==> config.mk <==
export PLATFORM = sky130hd
export DESIGN_NAME = irq_entry_seq
export DESIGN_NICKNAME = d
export VERILOG_FILES = /design/src/rtl/irq_seq_pkg.sv /design/src/rtl/irq_seq_arb.sv /design/src/rtl/irq_seq_agen.sv /design/src/rtl/irq_entry_seq.sv
export SDC_FILE = /design/constraint.sdc
export NUM_CORES = 1
export LEC_CHECK = 0
export BUFFER_PORTS_ARGS = -buffer_cell sky130_fd_sc_hd__buf_2
export CORE_MARGIN = 2
export CORE_UTILIZATION = 49
export CTS_BUF_LIST = sky130_fd_sc_hd__clkbuf_8
export DETAILED_ROUTE_END_ITERATION = 7
export HOLD_SLACK_MARGIN = 0.12
export PLACE_DENSITY = 0.84
export SLEW_MARGIN = 20
export SYNTH_ARGS = -nofsm -noshare
export SYNTH_HDL_FRONTEND = slang
export SYNTH_SLANG_ARGS = --single-unit
export TNS_END_PERCENT = 20
==> constraint.sdc <==
create_clock -name clk -period 2.8 [get_ports clk]
set_clock_uncertainty 0.2 [all_clocks]
set_input_delay 0.84 -clock clk [delete_from_list [all_inputs] [get_ports clk]]
set_output_delay 0.84 -clock clk [all_outputs]
set_load 0.02 [all_outputs]
==> src/rtl/irq_seq_pkg.sv <==
package irq_seq_pkg;

    typedef enum logic [3:0] {
        S_IDLE   = 4'd0,
        S_ACK    = 4'd1,
        S_PUSH_F = 4'd2,
        S_PUSH_S = 4'd3,
        S_PUSH_O = 4'd4,
        S_RD_OFF = 4'd5,
        S_RD_SEG = 4'd6,
        S_POP_O  = 4'd7,
        S_POP_S  = 4'd8,
        S_POP_F  = 4'd9
    } seq_state_e;

    typedef enum logic [1:0] {
        SRC_NONE = 2'd0,
        SRC_NMI  = 2'd1,
        SRC_SW   = 2'd2,
        SRC_IRQ  = 2'd3
    } seq_src_e;

endpackage

==> src/rtl/irq_seq_arb.sv <==
module irq_seq_arb
    import irq_seq_pkg::*;
#(
    parameter int VEC_W   = 8,
    parameter int NMI_VEC = 2
) (
    input  logic             nmi,
    input  logic             sw,
    input  logic [VEC_W-1:0] sw_vec,
    input  logic             irq,
    input  logic             ie_eff,
    input  logic             ret,
    output seq_src_e         src,
    output logic [VEC_W-1:0] vec_sel,
    output logic             ret_go
);

    always_comb begin
        src     = SRC_NONE;
        vec_sel = '0;
        if (nmi) begin
            src     = SRC_NMI;
            vec_sel = VEC_W'(NMI_VEC);
        end else if (sw) begin
            src     = SRC_SW;
            vec_sel = sw_vec;
        end else if (irq && ie_eff) begin
            src     = SRC_IRQ;
        end
        ret_go = ret && (src == SRC_NONE);
    end

endmodule

==> src/rtl/irq_seq_agen.sv <==
module irq_seq_agen #(
    parameter int VEC_W = 8,
    parameter int AW    = 16
) (
    input  logic [VEC_W-1:0] vec,
    input  logic             hi_half,
    input  logic [AW-1:0]    sp,
    output logic [AW-1:0]    tbl_addr,
    output logic [AW-1:0]    push_addr,
    output logic [AW-1:0]    pop_next
);

    localparam int TBL_W = VEC_W + 2;

    logic [TBL_W-1:0] tbl_raw;

    always_comb begin
        tbl_raw   = {vec, hi_half, 1'b0};
        tbl_addr  = AW'(tbl_raw);
        push_addr = sp - AW'(2);
        pop_next  = sp + AW'(2);
    end

endmodule

==> src/rtl/irq_entry_seq.sv <==
module irq_entry_seq
    import irq_seq_pkg::*;
#(
    parameter int VEC_W   = 8,
    parameter int DW      = 16,
    parameter int AW      = 16,
    parameter int IE_BIT  = 9,
    parameter int NMI_VEC = 2
) (
    input  logic             clk,
    input  logic             rst_n,
    input  logic             irq_req,
    input  logic             nmi_req,
    input  logic             sw_req,
    input  logic [VEC_W-1:0] sw_vec,
    input  logic             ret_req,
    input  logic             flag_set,
    input  logic             flag_clr,
    input  logic [DW-1:0]    cur_seg,
    input  logic [DW-1:0]    cur_off,
    input  logic [DW-1:0]    cur_flags,
    input  logic [AW-1:0]    sp_in,
    output logic             ack_req,
    input  logic             ack_valid,
    input  logic [VEC_W-1:0] ack_vec,
    output logic             mem_req,
    output logic             mem_we,
    output logic [AW-1:0]    mem_addr,
    output logic [DW-1:0]    mem_wdata,
    input  logic             mem_gnt,
    input  logic [DW-1:0]    mem_rdata,
    output logic             busy,
    output logic             ie_flag,
    output logic             jmp_vld,
    output logic             rsm_vld,
    output logic [DW-1:0]    tgt_seg,
    output logic [DW-1:0]    tgt_off,
    output logic [DW-1:0]    tgt_flags,
    output logic [AW-1:0]    tgt_sp
);

    typedef struct packed {
        seq_state_e       st;
        logic             ie;
        logic [VEC_W-1:0] vec;
        logic [AW-1:0]    sp;
        logic [DW-1:0]    w_flags;
        logic [DW-1:0]    w_seg;
        logic [DW-1:0]    w_off;
        logic [DW-1:0]    t_seg;
        logic [DW-1:0]    t_off;
        logic [DW-1:0]    t_flags;
        logic             jmp;
        logic             rsm;
    } seq_regs_t;

    seq_regs_t q, d;

    logic             idle;
    logic             ie_eff;
    logic [DW-1:0]    flags_push;
    seq_src_e         src;
    logic [VEC_W-1:0] vec_sel;
    logic             ret_go;
    logic [AW-1:0]    tbl_addr;
    logic [AW-1:0]    push_addr;
    logic [AW-1:0]    pop_next;

    assign idle = (q.st == S_IDLE);

    // Flag commands apply in the sampling cycle, clear wins.
    always_comb begin
        ie_eff = q.ie;
        if (idle) begin
            if (flag_clr)      ie_eff = 1'b0;
            else if (flag_set) ie_eff = 1'b1;
        end
        flags_push         = cur_flags;
        flags_push[IE_BIT] = ie_eff;
    end

    irq_seq_arb #(
        .VEC_W   (VEC_W),
        .NMI_VEC (NMI_VEC)
    ) u_arb (
        .nmi     (nmi_req && idle),
        .sw      (sw_req && idle),
        .sw_vec  (sw_vec),
        .irq     (irq_req && idle),
        .ie_eff  (ie_eff),
        .ret     (ret_req && idle),
        .src     (src),
        .vec_sel (vec_sel),
        .ret_go  (ret_go)
    );

    irq_seq_agen #(
        .VEC_W (VEC_W),
        .AW    (AW)
    ) u_agen (
        .vec       (q.vec),
        .hi_half   (q.st == S_RD_SEG),
        .sp        (q.sp),
        .tbl_addr  (tbl_addr),
        .push_addr (push_addr),
        .pop_next  (pop_next)
    );

    always_comb begin
        d         = q;
        d.jmp     = 1'b0;
        d.rsm     = 1'b0;
        ack_req   = 1'b0;
        mem_req   = 1'b0;
        mem_we    = 1'b0;
        mem_addr  = '0;
        mem_wdata = '0;
        case (q.st)
            S_IDLE: begin
                d.ie = ie_eff;
                if (src != SRC_NONE) begin
                    d.w_flags = flags_push;
                    d.w_seg   = cur_seg;
                    d.w_off   = cur_off;
                    d.sp      = sp_in;
                    d.ie      = 1'b0;
                    d.vec     = vec_sel;
                    d.st      = (src == SRC_IRQ) ? S_ACK : S_PUSH_F;
                end else if (ret_go) begin
                    d.sp = sp_in;
                    d.st = S_POP_O;
                end
            end
            S_ACK: begin
                ack_req = 1'b1;
                if (ack_valid) begin
                    d.vec = ack_vec;
                    d.st  = S_PUSH_F;
                end
            end
            S_PUSH_F, S_PUSH_S, S_PUSH_O: begin
                mem_req  = 1'b1;
                mem_we   = 1'b1;
                mem_addr = push_addr;
                case (q.st)
                    S_PUSH_F: mem_wdata = q.w_flags;
                    S_PUSH_S: mem_wdata = q.w_seg;
                    default:  mem_wdata = q.w_off;
                endcase
                if (mem_gnt) begin
                    d.sp = push_addr;
                    case (q.st)
                        S_PUSH_F: d.st = S_PUSH_S;
                        S_PUSH_S: d.st = S_PUSH_O;
                        default:  d.st = S_RD_OFF;
                    endcase
                end
            end
            S_RD_OFF: begin
                mem_req  = 1'b1;
                mem_addr = tbl_addr;
                if (mem_gnt) begin
                    d.t_off = mem_rdata;
                    d.st    = S_RD_SEG;
                end
            end
            S_RD_SEG: begin
                mem_req  = 1'b1;
                mem_addr = tbl_addr;
                if (mem_gnt) begin
                    d.t_seg           = mem_rdata;
                    d.t_flags         = q.w_flags;
                    d.t_flags[IE_BIT] = 1'b0;
                    d.jmp             = 1'b1;
                    d.st              = S_IDLE;
                end
            end
            S_POP_O, S_POP_S, S_POP_F: begin
                mem_req  = 1'b1;
                mem_addr = q.sp;
                if (mem_gnt) begin
                    d.sp = pop_next;
                    case (q.st)
                        S_POP_O: begin
                            d.t_off = mem_rdata;
                            d.st    = S_POP_S;
                        end
                        S_POP_S: begin
                            d.t_seg = mem_rdata;
                            d.st    = S_POP_F;
                        end
                        default: begin
                            d.t_flags = mem_rdata;
                            d.ie      = mem_rdata[IE_BIT];
                            d.rsm     = 1'b1;
                            d.st      = S_IDLE;
                        end
                    endcase
                end
            end
            default: d.st = S_IDLE;
        endcase
    end

    always_ff @(posedge clk) begin
        if (!rst_n) q <= '0;
        else        q <= d;
    end

    assign busy      = !idle;
    assign ie_flag   = q.ie;
    assign jmp_vld   = q.jmp;
    assign rsm_vld   = q.rsm;
    assign tgt_seg   = q.t_seg;
    assign tgt_off   = q.t_off;
    assign tgt_flags = q.t_flags;
    assign tgt_sp    = q.sp;


    ie_clear_chk: assert property (@(posedge clk) disable iff (!rst_n)
        (idle && src != SRC_NONE) |=> !ie_flag)
        else $error("enable flag not cleared on entry");


    nmi_take_chk: assert property (@(posedge clk) disable iff (!rst_n)
        (idle && nmi_req) |=> (busy && !ack_req))
        else $error("non-maskable request not taken directly");


    ack_mem_excl_chk: assert property (@(posedge clk) disable iff (!rst_n)
        !(ack_req && mem_req))
        else $error("acknowledge overlaps memory access");


    push_sp_chk: assert property (@(posedge clk) disable iff (!rst_n)
        (mem_req && mem_we && mem_gnt) |=> (tgt_sp == $past(mem_addr)))
        else $error("stack pointer does not follow push address");


    jmp_pulse_chk: assert property (@(posedge clk) disable iff (!rst_n)
        jmp_vld |=> !jmp_vld)
        else $error("jump valid longer than one cycle");


    busy_jmp_chk: assert property (@(posedge clk) disable iff (!rst_n)
        jmp_vld |-> !busy)
        else $error("busy still high at jump");


    pulse_excl_chk: assert property (@(posedge clk) disable iff (!rst_n)
        !(jmp_vld && rsm_vld))
        else $error("jump and resume together");

endmodule

==> metrics.csv, run 1 <==
stage,metric,value,unit
cts,CTS tree,done,
route,Avg WL per Cell,16.63,um
cts,CTS Buf Count,17,
outcome,outcome,"complete, but fails checks",
final_layout,number of fill cells in the layout,1218,
cts,clock latency on the worst-skew pair,450,ps
setup_path,CP max stage cell,dfxtp_4,
yosys,Cells after Synth,941,
floorplan,die outline width,125.1,um
route,DRC,1,
global_route,first-pass GRT wire length,34400,um
floorplan,height of the die,125.1,um
final_layout,Layout Area Growth over Synthesis,28.80,%
yosys,Synth Net Count,1051,
yosys,synth warn,0,
route,number of nets still failing antenna checks after routing,0,
setup_path,CP endpoint kind,output pin,
cts,H-tree levels,4,
place,placed inst area,8334,um2
route,vias per inst,5.696,
setup_path,WP data arrival,2210,ps
floorplan,Die Area,15650,um2
cts,root buf cell,clkbuf_8,
place,placed cells,1270,
place,Port Buf Inserts,207,
final_layout,Nets,1230,
global_route,largest net degree at the start of global routing,74,
route,initial DRC count,866,
final_layout,Final Cell Area,9256,um2
power_and_ir_drop,Max VDD drop,0.6638,mV
sta,RSZ-0062 raised after global routing,true,
global_route,Total GRT Usage,0.2675,
flow_run,Max-Cap Viols,0,
sta,Slew Limit Headroom,0.6571,
yosys,Post-synth EDFFs,0,
cts,CTS Buffer Depth,2,
place,placer congestion estimate,0.9307,
setup_path,Critical Path Max Stage Delay,370,ps
floorplan,Rows,44,
route,routed vias,7507,
place,HPWL after detailed placement,14800,um
power_and_ir_drop,P_leak,3.837,nW
yosys,mapped cell area,7187,um2
final_layout,most frequent cells in the layout,"nand2_1, buf_2, dfxtp_1",
sta,Max Clock Freq,307.5,MHz
yosys,Netlist cell types,68,
sta,fin crit share,1.161,
cts,CTS hold repair buffers,0,
route,drt total wl,21920,um
final_layout,Final Non-Filler Cells,1318,
setup_path,worst r2r path cells,12,
hold_path,min-delay worst type,reg2reg,
outcome,failing checks,"DRC, setup timing",
sta,Tmin final,3252,ps
final_layout,"most common cell after layout, fill and taps aside",nand2_1,
sta,final hold vios,0,
setup_path,CP dominant cell by count,nand2_1,
final_layout,fraction of layout cells with a size suffix above 1,0.3645,
global_route,vias in the first global route,6852,
floorplan,initial core utilization,0.4983,
sta,worst-margin pin slew,509.7,ps
power_and_ir_drop,Power Dens Cells,1182,nW/um2
cts,Num Clock Sinks,127,
global_route,antenna violations before repair,1,
yosys,async set-reset flop share out of synthesis,0,
yosys,Mean Syn Cell Area,7.638,um2
hold_path,hold path depth,2,
yosys,Synth Flop Type,dfxtp_1,
setup_path,Setup CP Type,reg2out,
setup_path,Worst Setup Start Kind,register,
floorplan,Core ar.,14420,um2
setup_path,worst-path fanout max,4,
sta,fin. max-slew vios,0,
setup_path,crit path cell chain,inv_4 -> ha_4 -> nor4b_4 -> nand2_2 -> nor4_4 -> xor2_1 -> nand2_1 -> nand2_1 -> buf_6,
yosys,sequential-to-total area share from yosys stat,0.3538,
final_layout,"Core Util, Final",0.6417,
yosys,"FF+latch count, synth",127,
global_route,GR Overflow Total,0,
cts,"Reg clk slew, reported paths",80,ps
route,drt pass-1 iters,8,
setup_path,CP Data Required Time,1760,ps
sta,final worst setup slack,-451.7,ps
floorplan,boundary pin count,209,
sta,# setup viols final,34,
-- cell type report --
class	instances	area, um2	area share
flip-flops and latches	127	2555	0.2760
clock inverters	15	145.1	0.01568
multi-input cells	654	3983	0.4303
repair buffers	304	2041	0.2205
diodes	1	2.502	0.0002703
clock buffers	17	234.0	0.02528
inverters	16	66.31	0.007164
well taps	184	230.2	0.02487
-- metal layers --
layer	GRT usage	vias up	part of all wire
met3	0.06076	49	0.080
met5	0	-	0
li1	-	3591	-
met4	0.1000	0	0.022
met2	0.4169	383	0.46
met1	0.3630	3484	0.43
-- worst paths after layout --
kind	from	endpoint	slack, ps
worst min-delay path	tgt_off[9]	tgt_off[9]	260
worst max register to register	q[123]	tgt_sp[5]	90
worst min register to register	tgt_off[9]	tgt_off[9]	260
worst max-delay path	tgt_sp[1]	mem_addr[13]	-450
-- cell families after synthesis --
logic type / count (synthesis) / share of synthesized area
AO/OA/AOI/OAI: 231 / 0.2168
XOR/XNOR: 18 / 0.02194
adder cells (fa/ha/maj): 4 / 0.006964
buffers and inverters: 161 / 0.1337
flip-flops: 127 / 0.3538
multiplexers: 20 / 0.02785
AND/OR/NAND/NOR: 380 / 0.2390
-- report_power, final --
part | internal (mW) | leakage [nW] | switching, mW
clock network | 0.785 | 0.195 | 0.764
registers | 2.22 | 1.04 | 0.339
logic | 3.05 | 2.61 | 3.78
-- registers in the layout, indices dropped and copies added, names as in the netlist --
name       cells
tgt_seg       16
q             60
tgt_sp        16
jmp_vld        1
tgt_off       16
tgt_flags     16
ie_flag        1
rsm_vld        1
-- timing repair --
| item | in CTS | in global routing |
|---|---|---|
| buffers inserted | 17 | 2 |
| gates cloned | 1 | 0 |
| resized for setup | 85 | 40 |
| endpoints found under the setup margin | 35 | 56 |
| pin swaps | 25 | 7 |
-- stage by stage --
step | hold slack, ps | setup TNS (ps) | total power [mW] | setup slack, ps
2_1_floorplan | 235.7 | -1210 | 6.502 | -121.9
3_3_place_gp | 241.2 | -13030 | 8.135 | -311.9
3_5_place_dp | 245.1 | -18070 | 8.249 | -376.3
4_1_cts | 256.2 | -8973 | 10.60 | -437.3
5_1_grt | 273.1 | -12750 | 11.59 | -592.3
6_report | 255.6 | -9528 | 10.94 | -451.7
-- cell usage after synthesis (3+ instances only) --
master / n / area [um2]
a211oi_1: 9 / 67.56
a211oi_2: 3 / 37.54
a21o_1: 3 / 22.52
a21oi_1: 89 / 445.4
a221o_1: 4 / 40.04
a222oi_1: 17 / 170.2
a22oi_1: 12 / 90.09
a311oi_1: 17 / 148.9
a31oi_1: 10 / 62.56
and3_1: 6 / 37.54
buf_1: 3 / 11.26
buf_2: 27 / 135.1
buf_4: 70 / 525.5
buf_6: 8 / 90.09
clkbuf_1: 37 / 138.9
dfxtp_1: 127 / 2542
ha_1: 4 / 50.05
inv_1: 13 / 48.80
inv_2: 3 / 11.26
mux2i_1: 20 / 200.2
nand2_1: 196 / 735.7
nand2b_1: 7 / 43.79
nand3_1: 30 / 150.1
nor2_1: 82 / 307.8
nor2b_1: 4 / 25.02
nor3_1: 12 / 60.06
nor3b_1: 8 / 60.06
nor4_1: 6 / 37.54
o211ai_1: 4 / 30.03
o21a_1: 3 / 22.52
o21ai_0: 22 / 110.1
o21ai_1: 16 / 80.08
o31ai_1: 3 / 22.52
or2_1: 3 / 18.77
or3_1: 3 / 18.77
xnor2_1: 10 / 87.58
xor2_1: 8 / 70.07
-- worst max-delay path: cells and delay by family (launching register included) --
kind / cells / cell delay [ps]
xor+xnor: 1 / 190
fa+ha+maj: 1 / 130
buf+inv: 2 / 190
simple gates: 5 / 880
flops: 1 / 370
No activity file was read; power rests on OpenSTA's default activity.
==> inputs of run 2 (changes only) <==
CORE_ASPECT_RATIO = 1.25   (was default)
CORE_MARGIN = 1.5   (was 2)
RECOVER_POWER = 50   (was default)
==> run 2 against run 1 <==
Sequential power barely moved. Core utilization rose by 1.0 points. Non-clock buffer count rose by 2. Wire length rose by 2.4%. Global-route usage rose by 0.42 points. Clock power rose by 19%. Sequential cell count did not move. Hold slack barely moved. Register-to-register slack got worse by 260 ps. The flow finishes with violations (setup timing). Worst setup slack improved by 23 ps. Power rose by 4.1%. Final area rose by 1.1%.
==> metrics.csv, run 2 (synthesized netlist as in run 1, its figures left out) <==
stage,metric,value,unit,change
place,Port Buf Inserts,207,,unchanged
cts,Num Clock Sinks,127,,unchanged
place,placed cells,1262,,was 1270
final_layout,Nets,1231,,was 1230
outcome,failing checks,setup timing,,"was DRC, setup timing"
route,DRC,0,,was 1
cts,CTS tree,done,,unchanged
cts,"Reg clk slew, reported paths",80,ps,about the same
sta,RSZ-0062 raised after global routing,true,,unchanged
sta,# setup viols final,35,,was 34
route,number of nets still failing antenna checks after routing,0,,unchanged
sta,final worst setup slack,-428.6,ps,was -451.7 ps
sta,Max Clock Freq,309.7,MHz,was 307.5 MHz
power_and_ir_drop,Tot Pwr,11.38,mW,was 10.94 mW
power_and_ir_drop,internal power component,6.434,mW,was 6.058 mW
power_and_ir_drop,sequential power share,0.224,,was 0.234
setup_path,Worst Setup Start Kind,register,,unchanged
global_route,antenna violations before repair,0,,was 1
cts,clock latency on the worst-skew pair,440,ps,was 450 ps
floorplan,die outline width,111.3,um,was 125.1 um
cts,CTS Buf Count,17,,unchanged
final_layout,number of flip-flops in the largest register,60,,unchanged
setup_path,CP Data Required Time,1760,ps,about the same
global_route,vias in the first global route,7009,,was 6852
final_layout,fraction of layout cells with a size suffix above 1,0.3186,,was 0.3645
setup_path,CP max stage cell,or4_4,,was dfxtp_4
setup_path,worst-path fanout max,4,,unchanged
final_layout,largest reg by FF count,q,,unchanged
floorplan,height of the die,138.4,um,was 125.1 um
route,initial DRC count,800,,was 866
power_and_ir_drop,Logic pwr share,0.613,,was 0.625
floorplan,Die Area,15410,um2,was 15650 um2
route,Avg WL per Cell,17.12,um,was 16.63 um
final_layout,number of fill cells in the layout,1215,,was 1218
setup_path,Setup CP Type,reg2out,,unchanged
route,vias per inst,5.738,,was 5.696
final_layout,"most common cell after layout, fill and taps aside",nand2_1,,unchanged
floorplan,Rows,49,,was 44
global_route,largest net degree at the start of global routing,76,,was 74
route,drt pass-1 iters,6,,was 8
setup_path,WP data arrival,2190,ps,was 2210 ps
final_layout,Final Non-Filler Cells,1311,,was 1318
floorplan,initial core utilization,0.5010,,was 0.4983
floorplan,boundary pin count,209,,unchanged
sta,fin. max-slew vios,0,,unchanged
setup_path,CP endpoint kind,output pin,,unchanged
sta,final hold vios,0,,unchanged
final_layout,FF/Latch Area,2552,um2,was 2555 um2
place,HPWL after detailed placement,15000,um,was 14800 um
global_route,first-pass GRT wire length,34050,um,was 34400 um
setup_path,Top delay family on crit path,simple AND/OR/NAND/NOR gates,,unchanged
setup_path,CP bufs+invs,3,,was 2
floorplan,Core ar.,14350,um2,was 14420 um2
outcome,outcome,"complete, but fails checks",,unchanged
power_and_ir_drop,P_leak,3.662,nW,was 3.837 nW
global_route,GR Overflow Total,0,,unchanged
sta,Tmin final,3229,ps,was 3252 ps
final_layout,n_diodes,0,,was 1
cts,CTS Buffer Depth,2,,unchanged
power_and_ir_drop,Clk pwr share,0.163,,was 0.142
place,placer congestion estimate,0.9482,,was 0.9307
power_and_ir_drop,Switching Fraction,0.4348,,was 0.4461
cts,root buf cell,clkbuf_8,,unchanged
flow_run,Max-Cap Viols,0,,unchanged
power_and_ir_drop,Switching Power,4.949,mW,was 4.879 mW
sta,Slew Limit Headroom,0.3859,,was 0.6571
setup_path,crit path cell chain,or4_4 -> nor3b_4 -> buf_4 -> buf_6 -> o21ai_2 -> nand2_1 -> o21ai_2 -> buf_6,,was inv_4 -> ha_4 -> nor4b_4 -> nand2_2 -> nor4_4 -> xor2_1 -> nand2_1 -> nand2_1 -> buf_6
setup_path,Critical Path Max Stage Delay,590,ps,was 370 ps
power_and_ir_drop,Power Dens Cells,1217,nW/um2,was 1182 nW/um2
global_route,Total GRT Usage,0.2716,,was 0.2675
route,routed vias,7523,,was 7507
cts,CTS hold repair buffers,0,,unchanged
cts,H-tree levels,4,,unchanged
hold_path,min-delay worst type,reg2reg,,unchanged
sta,worst-margin pin slew,921.1,ps,was 509.7 ps
final_layout,Multi-input gate area,3976,um2,was 3983 um2
power_and_ir_drop,Max VDD drop,1.071,mV,was 0.6638 mV
final_layout,most frequent cells in the layout,"nand2_1, dfxtp_1, buf_2",,"was nand2_1, buf_2, dfxtp_1"
final_layout,Layout Area Growth over Synthesis,30.17,%,was 28.80%
sta,fin crit share,1.153,,was 1.161
route,drt total wl,22450,um,was 21920 um
place,pre-CTS WS,-455.2,ps,was -376.3 ps
## run 2: cell type report
cell class | instances | share of cell area
well taps | 178 | 0.02381
inverters | 16 | 0.007891
repair buffers | 306 | 0.2213
flip-flops and latches | 127 | 0.2728
clock buffers | 18 | 0.02648
multi-input cells | 653 | 0.4250
clock inverters | 13 | 0.02260
## run 2: worst paths after layout
kind / from / to / slack [ps] / depth (start not counted)
worst min register to register: tgt_off[6] / tgt_off[6] / 260 / 2
worst min-delay path: tgt_off[6] / tgt_off[6] / 260 / 2
worst max register to register: tgt_sp[2] / tgt_sp[14] / -170 / 15
worst max-delay path: tgt_sp[2] / mem_addr[10] / -430 / 8
## run 2: metal layers
metal  global-route usage  up-vias  share of wire
li1                     -     3576              -
met1               0.3090     3480           0.36
met2               0.4898      389           0.53
met3              0.05349       78          0.070
met4               0.1193        0          0.042
met5                    0        -              0
## run 2: timing repair
item | CTS | global route
cloned | 0 | 3
setup endpoints to repair | 35 | 58
setup buffers | 11 | 4
pin swaps | 14 | 16
resized for setup | 78 | 71
## run 2: power groups by stage
stage	sequential, mW	clock, mW	combinational [mW]
after floorplan	2.46	0	4.04
after global placement	2.54	0	5.64
after detailed placement	2.55	0	5.74
after CTS	2.53	1.88	6.24
after global routing	2.59	1.97	7.47
final	2.55	1.85	6.98
## run 2: stage by stage
step / instance area, um2 / setup TNS, ps / util / hold slack, ps
2_1_floorplan: 7231 / -1210 / - / 235.7
3_3_place_gp: 8324 / -13990 / 0.5802 / 240.0
3_5_place_dp: 8324 / -18410 / 0.5802 / 243.0
4_1_cts: 9107 / -8054 / 0.6348 / 254.0
5_1_grt: 9355 / -14170 / 0.6521 / 277.4
6_report: 9355 / -11260 / 0.6521 / 255.4
## run 2: worst register-to-register path, stage by stage, from the launching register on
cell	delay (ps)
dfxtp_2	340
or4_4	590
nor3b_4	240
nand2_1	90
xnor2_1	150
nand2_1	100
buf_4	140
buf_4	120
buf_4	120
buf_4	120
buf_4	120
buf_4	120
buf_4	120
buf_4	120
buf_4	120
a41oi_2	100
==> inputs of run 3 (changes only) <==
CORE_MARGIN = 3   (was 1.5)
==> run 3 against run 2 <==
The run still ends with setup timing left. Non-clock buffer count grew 1. Power shrank 6.9%. Via count shrank 0.20%. Sequential cell count is the same. Maximum frequency grew 0.13%. Final cell count is the same. Sequential power is essentially flat. Combinational power shrank 8.3%. Register-to-register slack gained 190 ps. Worst setup slack gained 4.3 ps. Core utilization shrank 1.2 points. Critical path type unchanged. Largest power group unchanged. Highest routed layer is now met5.
==> metrics.csv, run 3 (synthesized netlist as in run 1, its figures left out) <==
stage,metric,value,unit,change
setup_path,worst-path fanout max,3,,was 4
cts,"Reg clk slew, reported paths",80,ps,about the same
global_route,GR Overflow Total,0,,unchanged
cts,Num Clock Sinks,127,,unchanged
global_route,antenna violations before repair,1,,was 0
route,DRC,0,,unchanged
global_route,largest net degree at the start of global routing,75,,was 76
cts,H-tree levels,4,,unchanged
setup_path,CP Data Required Time,1760,ps,about the same
final_layout,Nets,1233,,was 1231
global_route,Total GRT Usage,0.2726,,was 0.2716
route,initial DRC count,787,,was 800
floorplan,Core ar.,14110,um2,was 14350 um2
cts,CTS Buf Count,17,,unchanged
final_layout,most frequent cells in the layout,"nand2_1, buf_2, dfxtp_1",,"was nand2_1, dfxtp_1, buf_2"
hold_path,min-delay worst type,reg2reg,,unchanged
floorplan,initial core utilization,0.5092,,was 0.5010
cts,root buf cell,clkbuf_8,,unchanged
power_and_ir_drop,Switching Fraction,0.4453,,was 0.4348
sta,fin. max-slew vios,0,,unchanged
setup_path,CP endpoint kind,output pin,,unchanged
sta,Tmin final,3224,ps,was 3229 ps
power_and_ir_drop,Logic pwr share,0.603,,was 0.613
power_and_ir_drop,P_leak,3.555,nW,was 3.662 nW
route,number of nets still failing antenna checks after routing,0,,unchanged
cts,CTS tree,done,,unchanged
final_layout,fraction of layout cells with a size suffix above 1,0.2975,,was 0.3186
route,vias per inst,5.727,,was 5.738
final_layout,largest reg by FF count,q,,unchanged
final_layout,"most common cell after layout, fill and taps aside",nand2_1,,unchanged
route,drt total wl,22310,um,was 22450 um
sta,# setup viols final,37,,was 35
floorplan,Die Area,16170,um2,was 15410 um2
place,Port Buf Inserts,207,,unchanged
floorplan,height of the die,141.4,um,was 138.4 um
power_and_ir_drop,Power Dens Cells,1174,nW/um2,was 1217 nW/um2
outcome,outcome,"complete, but fails checks",,unchanged
sta,RSZ-0062 raised after global routing,true,,unchanged
sta,Slew Limit Headroom,0.3734,,was 0.3859
power_and_ir_drop,Clk pwr share,0.158,,was 0.163
place,placer congestion estimate,0.8871,,was 0.9482
sta,Max Clock Freq,310.1,MHz,was 309.7 MHz
floorplan,boundary pin count,209,,unchanged
cts,CTS Buffer Depth,2,,unchanged
place,placed cells,1262,,unchanged
setup_path,WP data arrival,2180,ps,was 2190 ps
route,drt pass-1 iters,7,,was 6
setup_path,Worst Setup Start Kind,register,,unchanged
sta,worst hold slack,256.8,ps,was 255.4 ps
cts,CTS hold repair buffers,0,,unchanged
sta,final worst setup slack,-424.4,ps,was -428.6 ps
flow_run,Max-Cap Viols,0,,unchanged
global_route,vias in the first global route,7227,,was 7009
power_and_ir_drop,Switching Power,4.719,mW,was 4.949 mW
final_layout,number of fill cells in the layout,1248,,was 1215
final_layout,Layout Area Growth over Synthesis,25.64,%,was 30.17%
floorplan,Rows,48,,was 49
sta,fin crit share,1.152,,was 1.153
route,routed vias,7508,,was 7523
power_and_ir_drop,Max VDD drop,0.9865,mV,was 1.071 mV
final_layout,Final Non-Filler Cells,1311,,unchanged
power_and_ir_drop,Tot Pwr,10.60,mW,was 11.38 mW
route,Avg WL per Cell,17.02,um,was 17.12 um
cts,clock latency on the worst-skew pair,440,ps,about the same
outcome,failing checks,setup timing,,unchanged
final_layout,number of flip-flops in the largest register,60,,unchanged
final_layout,n_diodes,0,,unchanged
floorplan,die outline width,114.3,um,was 111.3 um
power_and_ir_drop,internal power component,5.879,mW,was 6.434 mW
global_route,first-pass GRT wire length,35590,um,was 34050 um
sta,worst-margin pin slew,939.8,ps,was 921.1 ps
place,pre-CTS WS,-437.7,ps,was -455.2 ps
sta,final hold vios,0,,unchanged
setup_path,Setup CP Type,reg2out,,unchanged
power_and_ir_drop,sequential power share,0.239,,was 0.224
place,HPWL after detailed placement,15750,um,was 15000 um
run 3: cell count changes in the layout (fill, tap and decap cells not counted), moves of 4 or more:
cell	change
nand2_1	+4
buf_2	+8
clkbuf_1	+10
buf_12	-5
buf_6	-13
nor2_2	-8
nor2_1	+10
run 3: path summary, 6_finish.rpt:
| path | from | endpoint | slack, ps | cells past startpoint |
|---|---|---|---|---|
| max | tgt_sp[2] | mem_addr[8] | -420 | 6 |
| min | q[75] | q[75] | 260 | 2 |
| max reg2reg | q[123] | q[114] | 20 | 11 |
| min reg2reg | q[75] | q[75] | 260 | 2 |
run 3: per-stage QoR:
stage / util / setup TNS, ps / instance area (um2)
3_5_place_dp: 0.5885 / -12190 / 8305
3_3_place_gp: 0.5885 / -8193 / 8305
6_report: 0.6398 / -9459 / 9030
2_1_floorplan: - / -1210 / 7231
4_1_cts: 0.6458 / -8651 / 9115
5_1_grt: 0.6398 / -13460 / 9030
run 3: metal layers:
| metal | part of all wire | GRT usage | up-vias | wire length [um] |
|---|---|---|---|---|
| met5 | 0.00031 | 0 | - | 7 |
| met4 | 0.031 | 0.1107 | 2 | 694 |
| met3 | 0.080 | 0.06997 | 64 | 1795 |
| met2 | 0.52 | 0.4929 | 352 | 11690 |
| met1 | 0.36 | 0.3009 | 3506 | 8121 |
| li1 | - | - | 3584 | - |
run 3: what timing repair did:
action,CTS,global route
setup buffers,19,2
pin swaps,26,12
cloned,1,0
resized for setup,72,18
endpoints found under the setup margin,35,57
run 3: worst max-delay path, stage by stage (launching register included):
cell	delay, ps
dfxtp_2	330
or4_4	590
nor4_4	160
xnor2_1	160
nor2_1	90
a221o_1	250
buf_2	160
run 3: layout make-up:
class	count	area, um2	share of cell area
well taps	175	219.0	0.02425
clock inverters	14	166.4	0.01843
inverters	16	63.81	0.007067
flip-flops and latches	127	2551	0.2825
repair buffers	307	1869	0.2070
clock buffers	18	247.7	0.02744
multi-input cells	654	3913	0.4333
run 3: power by group through the flow:
stage | registers (mW) | logic [mW] | clock network, mW
after floorplan | 2.46 | 4.04 | 0
after global placement | 2.54 | 5.52 | 0
after detailed placement | 2.55 | 5.63 | 0
after CTS | 2.52 | 6.27 | 1.71
after global routing | 2.57 | 6.91 | 1.79
final | 2.53 | 6.40 | 1.67
